--- config.mk ---
export PLATFORM = sky130hd
export DESIGN_NAME = fsk_tone_gen
export DESIGN_NICKNAME = d
export VERILOG_FILES = /design/src/rtl/fsk_tone_pkg.sv /design/src/rtl/fsk_mode_decode.sv /design/src/rtl/fsk_phase_accum.sv /design/src/rtl/fsk_sine_lut.sv /design/src/rtl/fsk_settle_timer.sv /design/src/rtl/fsk_tone_gen.sv
export SDC_FILE = /design/constraint.sdc
export NUM_CORES = 1
export LEC_CHECK = 0
export ABC_AREA = 0
export BUFFER_PORTS_ARGS = -buffer_cell sky130_fd_sc_hd__buf_2
export CAP_MARGIN = 0
export CORE_MARGIN = 10
export CORE_UTILIZATION = 50
export DETAILED_ROUTE_END_ITERATION = 8
export PLACE_DENSITY = 0.69
export SYNTH_ARGS = -nofsm -noshare
export SYNTH_HDL_FRONTEND = slang
export SYNTH_HIERARCHICAL = 1
export SYNTH_SLANG_ARGS = --single-unit
--- constraint.sdc ---
create_clock -name clk -period 7.4 [get_ports clk]
set_input_delay 0.74 -clock clk [delete_from_list [all_inputs] [get_ports clk]]
set_output_delay 0.74 -clock clk [all_outputs]
set_load 0.03 [all_outputs]
--- src/rtl/fsk_tone_pkg.sv ---
package fsk_tone_pkg;

    typedef enum logic [1:0] {
        MODE_RSVD  = 2'b00,
        MODE_TX    = 2'b01,
        MODE_OFF   = 2'b10,
        MODE_SLEEP = 2'b11
    } fsk_mode_e;

    // Phase step for tone f_hz with an acc_w-bit accumulator, rounded to nearest
    function automatic longint unsigned tone_step(input longint unsigned f_hz,
                                                  input longint unsigned clk_hz,
                                                  input int unsigned     acc_w);
        return ((f_hz << acc_w) + clk_hz / 2) / clk_hz;
    endfunction

    // sin(pi/2 * q / qmax) scaled by 2^30, by a fixed-point Taylor series
    function automatic longint fx_quarter_sin(input int q, input int qmax);
        longint x;
        longint x2;
        longint term;
        longint sum;
        x    = (longint'(q) * 64'sd1686629713) / longint'(qmax);
        x2   = (x * x) >>> 30;
        term = x;
        sum  = x;
        for (int n = 1; n <= 7; n++) begin
            term = (-((term * x2) >>> 30)) / (longint'(2 * n) * longint'(2 * n + 1));
            sum  = sum + term;
        end
        return sum;
    endfunction

    // Table entry idx of a full sine period with 2^aw entries and sw-bit samples
    function automatic int sine_code(input int idx, input int aw, input int sw);
        int     quarter;
        int     amp;
        int     r;
        int     quad;
        int     q;
        longint v;
        quarter = 1 << (aw - 2);
        amp     = (1 << (sw - 1)) - 1;
        r       = idx % quarter;
        quad    = (idx / quarter) % 4;
        q       = (quad % 2 == 1) ? (quarter - r) : r;
        v       = (fx_quarter_sin(q, quarter) * longint'(amp) + (longint'(1) << 29)) >>> 30;
        return (quad >= 2) ? -int'(v) : int'(v);
    endfunction

endpackage

--- src/rtl/fsk_mode_decode.sv ---
module fsk_mode_decode
    import fsk_tone_pkg::*;
(
    input  logic [1:0] mode_i,
    output logic       tx_en_o,
    output logic       sleep_o
);

    fsk_mode_e mode;

    always_comb begin
        mode    = fsk_mode_e'(mode_i);
        tx_en_o = 1'b0;
        sleep_o = 1'b0;
        unique case (mode)
            MODE_TX:    tx_en_o = 1'b1;
            MODE_SLEEP: sleep_o = 1'b1;
            MODE_OFF,
            MODE_RSVD:  ;
            default:    ;
        endcase
    end

    always_comb begin
        assert (!(tx_en_o && sleep_o)) else $error("AST_MODE_EXCLUSIVE");
    end

endmodule

--- src/rtl/fsk_phase_accum.sv ---
module fsk_phase_accum #(
    parameter int              ACC_W      = 32,
    parameter int              IDX_W      = 8,
    parameter logic [ACC_W-1:0] MARK_STEP  = '0,
    parameter logic [ACC_W-1:0] SPACE_STEP = '0
) (
    input  logic             clk,
    input  logic             rst_n,
    input  logic             tx_en_i,
    input  logic             mark_i,
    output logic [IDX_W-1:0] index_o
);

    typedef struct packed {
        logic [ACC_W-1:0] phase;
    } acc_state_t;

    acc_state_t st_d, st_q;

    always_comb begin
        st_d = st_q;
        if (tx_en_i) begin
            st_d.phase = st_q.phase + (mark_i ? MARK_STEP : SPACE_STEP);
        end else begin
            st_d.phase = '0;
        end
    end

    always_ff @(posedge clk or negedge rst_n) begin
        if (!rst_n) begin
            st_q <= '0;
        end else begin
            st_q <= st_d;
        end
    end

    assign index_o = st_q.phase[ACC_W-1 -: IDX_W];

    AST_PHASE_CLEARED: assert property (@(posedge clk) disable iff (!rst_n)
        !tx_en_i |=> (st_q.phase == '0)) else $error("AST_PHASE_CLEARED");

    AST_MARK_STEP: assert property (@(posedge clk) disable iff (!rst_n)
        (tx_en_i && mark_i) |=> ((st_q.phase - $past(st_q.phase)) == MARK_STEP))
        else $error("AST_MARK_STEP");

    AST_SPACE_STEP: assert property (@(posedge clk) disable iff (!rst_n)
        (tx_en_i && !mark_i) |=> ((st_q.phase - $past(st_q.phase)) == SPACE_STEP))
        else $error("AST_SPACE_STEP");

endmodule

--- src/rtl/fsk_sine_lut.sv ---
module fsk_sine_lut #(
    parameter int ADDR_W = 8,
    parameter int DATA_W = 8
) (
    input  logic [ADDR_W-1:0]        addr_i,
    output logic signed [DATA_W-1:0] data_o
);

    localparam int DEPTH = 1 << ADDR_W;

    logic signed [DATA_W-1:0] table_w [DEPTH];

    for (genvar k = 0; k < DEPTH; k++) begin : g_entry
        localparam logic signed [DATA_W-1:0] VAL =
            DATA_W'(fsk_tone_pkg::sine_code(k, ADDR_W, DATA_W));
        assign table_w[k] = VAL;
    end

    assign data_o = table_w[addr_i];

endmodule

--- src/rtl/fsk_settle_timer.sv ---
module fsk_settle_timer #(
    parameter int SETTLE_CYCLES = 71591
) (
    input  logic clk,
    input  logic rst_n,
    input  logic sleep_i,
    output logic settled_o
);

    localparam int              CNT_W = $clog2(SETTLE_CYCLES + 1);
    localparam logic [CNT_W-1:0] LIMIT = CNT_W'(SETTLE_CYCLES);

    typedef struct packed {
        logic [CNT_W-1:0] count;
    } tmr_state_t;

    tmr_state_t st_d, st_q;

    always_comb begin
        st_d = st_q;
        if (sleep_i) begin
            st_d.count = '0;
        end else if (st_q.count != LIMIT) begin
            st_d.count = st_q.count + 1'b1;
        end
    end

    always_ff @(posedge clk or negedge rst_n) begin
        if (!rst_n) begin
            st_q <= '0;
        end else begin
            st_q <= st_d;
        end
    end

    assign settled_o = (st_q.count == LIMIT);

    AST_SLEEP_DROPS_SETTLED: assert property (@(posedge clk) disable iff (!rst_n)
        sleep_i |=> !settled_o) else $error("AST_SLEEP_DROPS_SETTLED");

    AST_SETTLED_HOLDS: assert property (@(posedge clk) disable iff (!rst_n)
        (settled_o && !sleep_i) |=> settled_o) else $error("AST_SETTLED_HOLDS");

    AST_SETTLED_NOT_EARLY: assert property (@(posedge clk) disable iff (!rst_n)
        (!settled_o && (st_q.count != LIMIT - 1'b1)) |=> !settled_o)
        else $error("AST_SETTLED_NOT_EARLY");

endmodule

--- src/rtl/fsk_tone_gen.sv ---
module fsk_tone_gen #(
    parameter int CLK_HZ    = 3579545,
    parameter int MARK_HZ   = 1300,
    parameter int SPACE_HZ  = 2100,
    parameter int SETTLE_US = 20000,
    parameter int ACC_W     = 32,
    parameter int LUT_AW    = 8,
    parameter int SAMP_W    = 8
) (
    input  logic              clk,
    input  logic              rst_n,
    input  logic [1:0]        mode_i,
    input  logic              tx_bit_i,
    output logic [SAMP_W-1:0] sample_o,
    output logic              settled_o
);

    localparam logic [ACC_W-1:0] MARK_STEP =
        ACC_W'(fsk_tone_pkg::tone_step(longint'(MARK_HZ), longint'(CLK_HZ), ACC_W));
    localparam logic [ACC_W-1:0] SPACE_STEP =
        ACC_W'(fsk_tone_pkg::tone_step(longint'(SPACE_HZ), longint'(CLK_HZ), ACC_W));
    localparam int SETTLE_CYCLES =
        int'((longint'(CLK_HZ) * longint'(SETTLE_US) + 64'd999999) / 64'd1000000);

    typedef struct packed {
        logic signed [SAMP_W-1:0] sample;
    } out_state_t;

    logic                     tx_en;
    logic                     sleep;
    logic [LUT_AW-1:0]        lut_addr;
    logic signed [SAMP_W-1:0] lut_val;
    out_state_t               st_d, st_q;

    fsk_mode_decode u_decode (
        .mode_i  (mode_i),
        .tx_en_o (tx_en),
        .sleep_o (sleep)
    );

    fsk_phase_accum #(
        .ACC_W      (ACC_W),
        .IDX_W      (LUT_AW),
        .MARK_STEP  (MARK_STEP),
        .SPACE_STEP (SPACE_STEP)
    ) u_accum (
        .clk     (clk),
        .rst_n   (rst_n),
        .tx_en_i (tx_en),
        .mark_i  (tx_bit_i),
        .index_o (lut_addr)
    );

    fsk_sine_lut #(
        .ADDR_W (LUT_AW),
        .DATA_W (SAMP_W)
    ) u_lut (
        .addr_i (lut_addr),
        .data_o (lut_val)
    );

    fsk_settle_timer #(
        .SETTLE_CYCLES (SETTLE_CYCLES)
    ) u_settle (
        .clk       (clk),
        .rst_n     (rst_n),
        .sleep_i   (sleep),
        .settled_o (settled_o)
    );

    always_comb begin
        st_d = st_q;
        st_d.sample = tx_en ? lut_val : '0;
    end

    always_ff @(posedge clk or negedge rst_n) begin
        if (!rst_n) begin
            st_q <= '0;
        end else begin
            st_q <= st_d;
        end
    end

    assign sample_o = st_q.sample;

    AST_SILENT_WHEN_IDLE: assert property (@(posedge clk) disable iff (!rst_n)
        (mode_i != 2'b01) |=> (sample_o == '0)) else $error("AST_SILENT_WHEN_IDLE");

    AST_FIRST_TX_ZERO: assert property (@(posedge clk) disable iff (!rst_n)
        ((mode_i == 2'b01) && ($past(mode_i) != 2'b01)) |=> (sample_o == '0))
        else $error("AST_FIRST_TX_ZERO");

endmodule

==> implementation parameters <==
Parameter                              Value

Setup path
  R2R setup slack    4.29 ns
  Count of buffer and inverter cells on the critical path    1
  Start-to-end type of the worst setup path    register to register
  Family of cells with the greatest summed delay on the critical path    compound AO/OA/AOI/OAI gates
  Critical path capture point type    register
  Source of the worst register-to-register timing path    u_accum/st_q[25]
  R2R cell count    8
  Critical path data arrival time    3.33 ns
  Startpoint Class    register
  Worst path required time    7.62 ns
  Maximum single-stage delay on the critical path    0.85 ns
  Largest fanout on the critical path    21
  Highest-delay cell along the critical path    dfrtp_1
  Endpoint of the worst-slack reg-to-reg timing path    sample_o[2]
  Cell chain of the critical path    inv_1 > ha_1 > nor2b_1 > a311o_1 > a221oi_2 > o31ai_1 > o32a_1 > and2_1

Power
  PD cells    147 nW/um^2
  Power share of the clock group    0.437
  IR Drop Worst-Case VDD    0.133 mV
  Sequential fraction of design power    0.410
  Part of the total power dissipated in combinational logic    0.152
  Net switching power    0.237 mW
  Leak    2.44 nW
  Switching power as a share of total power    0.281
  Internal power    0.607 mW

Global routing
  Gr usage total    0.173
  Total congestion overflow    0
  Antenna violations before repair    0
  Global-route wire length before repair    23,500 um
  Number of global-route vias before repair    4,693
  Largest net degree at the start of global routing    85

Die
  Initial core utilization    0.509
  Core region area    10,800 um^2
  Placement row count    38
  Total Die Area    15,600 um^2
  Die X    125 um
  Height of the chip    125 um
  Ports placed on the boundary    14

Yosys
  Fraction of registers with async set or reset after synthesis    1.00
  Number of register bits inferred by synthesis    57
  Yosys warning count    6
  Synth area leaders    dfrtp_1, ha_1, a21oi_1
  Post-synthesis average cell area    8.07 um^2
  Mapped Area    5520 um^2
  Post-synth EDFFs    0
  Leading area contributor after synthesis    dfrtp_1
  Post-synth top flop    dfrtp_1
  Synth Instances    684
  Post-Syn Nets    720
  Seq/Total Area, Yosys    0.259
  Distinct cells, synth    86
  Cell types with the highest counts after synthesis    a21oi_1, dfrtp_1, nand2_1, o21ai_0, nor2_1
  Fraction of synthesized cell area taken by the top area cell type    0.259

CTS
  Number of buffers on the longest clock path    2
  Number of CTS-inserted buffers    9
  Post CTS Setup Buffer Count    0
  Clock-pin slew reported for the worst setup and hold paths after clock tree synthesis    0.08 ns
  Library cell used as clock root buffer    clkbuf_8
  CTS tree    done
  Hold buffers post-CTS    0
  CTS H-tree lvls    3
  PostCTS Resize Cnt    0
  Clock sinks    57
  Worst-skew pair later-pin latency    0.34 ns

Timing
  Clock tree skew after final layout    0.0171 ns
  RSZ-0062 raised after global routing    false
  Transition time at the pin with the least slew margin    0.800 ns
  Post-layout worst setup margin    4.29 ns
  Number of pins with negative max-slew slack in the final report    0
  Final critical-path share of the clock period    0.420
  Total count of hold-check failures in the final report    0
  Rel. slew slack    0.467
  Highest Clock Rate    0.322 GHz
  Minimum clock period after layout    3.11 ns
  Number of setup violations in the final report    0
  Post-Route Setup TNS    0 ns

Drt
  Final routed wirelength across all metal layers    14,100 um
  Routed length per instance    17.6 um
  Post-detailed-route DRC marker count    0
  Vias after detailed routing    5,114
  Number of iterations in the first detailed-routing pass    5
  Drt first-iter violations    796
  Via count normalized by instance count    6.38
  DRT antenna net count    0

Flow run
  Max Cap Violations    0

Cells and area
  Sequential Area    1430 um^2
  Multi-input gate area in the final layout    3700 um^2
  Fillers    965
  Nets@finish    693
  Count of inserted antenna diode cells    0
  Layout cells sized above 1    0.104
  Post-route core utilization    0.528
  Syn-to-layout area delta    3.74%

Placement
  Post-detail-place hpwl    9430 um
  DP Worst Slack    4.25 ns
  Input/output buffers    13
  Final weighted congestion in routability-driven placement    1.00

Min path
  Hold/Removal Path Class    input pin to asynchronous set/reset pin

Run status
  Status    finished, final reports clean
-- worst max path at each step --
stage / from / end / slack [ns] / cells after the start
floorplan: tx_bit_i / u_accum/st_q[16] / 4.79 / 10
global placement: tx_bit_i / u_accum/st_q[28] / 4.31 / 10
detailed placement: tx_bit_i / u_accum/st_q[28] / 4.25 / 10
CTS: u_accum/st_q[25] / sample_o[2] / 4.33 / 8
global route: u_accum/st_q[25] / sample_o[0] / 4.17 / 8
finish: u_accum/st_q[25] / sample_o[2] / 4.29 / 8
-- layout by cell type, fill, tap and decap left out, types with 5 or more instances in the layout --
cell,synthesis,final
nor2b_1,8,8
nand4_1,12,12
inv_1,19,19
o21a_1,5,5
xnor2_1,14,14
mux2i_1,8,8
nand2_1,56,56
clkbuf_8,0,9
a31oi_1,17,17
a21oi_1,57,57
a211oi_1,15,15
buf_2,20,13
ha_1,31,31
xor2_1,12,12
nor2_1,40,40
o21ai_0,47,47
nand2b_1,25,25
nor3_1,19,19
and3_1,5,5
a21o_1,6,6
dfrtp_1,57,54
nand3_1,18,18
or3_1,9,9
and2_1,31,31
-- cell families after synthesis --
logic type / count (synthesis) / synth area share
muxes: 10 / 0.0234
and+or+nand+nor: 265 / 0.265
DFF: 57 / 0.259
adders and majority gates: 31 / 0.0703
AOI/OAI and AO/OA: 221 / 0.272
xor gates and xnor gates: 26 / 0.0413
buffers and inverters: 74 / 0.0703
-- power by group through the flow --
stage               clock network, mW  logic [mW]  registers [mW]
detailed placement                  0       0.127           0.351
CTS                             0.379       0.128           0.346
global placement                    0       0.123           0.351
finish                          0.369       0.128           0.346
floorplan                           0      0.0986           0.347
global route                    0.392       0.145           0.349
-- state kept, by name, indices dropped and copies added, names as in the netlist --
name	count
u_accum/st_q	32
u_settle/st_q	17
sample_o	8
-- worst reg2reg max path: stages, from the launching register on --
cell and delay [ns]:
dfrtp_1 0.85, inv_1 0.35, ha_1 0.51, nor2b_1 0.20, a311o_1 0.36, a221oi_2 0.27
o31ai_1 0.12, o32a_1 0.16, and2_1 0.15
-- metal layers --
layer,GRT usage,share of wire
met1,0.232,0.45
met2,0.269,0.46
met3,0.0422,0.072
met4,0.0508,0.019
met5,0,0
-- cell type report --
class | instances | share of cell area
inverter | 19 | 0.0125
sequential | 57 | 0.250
timing repair buffer | 17 | 0.0166
tap | 140 | 0.0306
clock inverter | 7 | 0.0219
clock buffer | 9 | 0.0216
multi-input combinational | 553 | 0.647
-- per-stage QoR --
| stage | cells | cell area [um^2] | hold slack [ns] | power (mW) |
|---|---|---|---|---|
| 2_1_floorplan | 684 | 5520 | 0.444 | 0.445 |
| 3_3_place_gp | 786 | 5480 | 0.541 | 0.474 |
| 3_5_place_dp | 786 | 5480 | 0.549 | 0.479 |
| 4_1_cts | 802 | 5720 | 0.553 | 0.853 |
| 5_1_grt | 802 | 5720 | 0.605 | 0.887 |
| 6_report | 802 | 5720 | 0.551 | 0.843 |
Note: power is estimated with default switching activity, not from simulation.
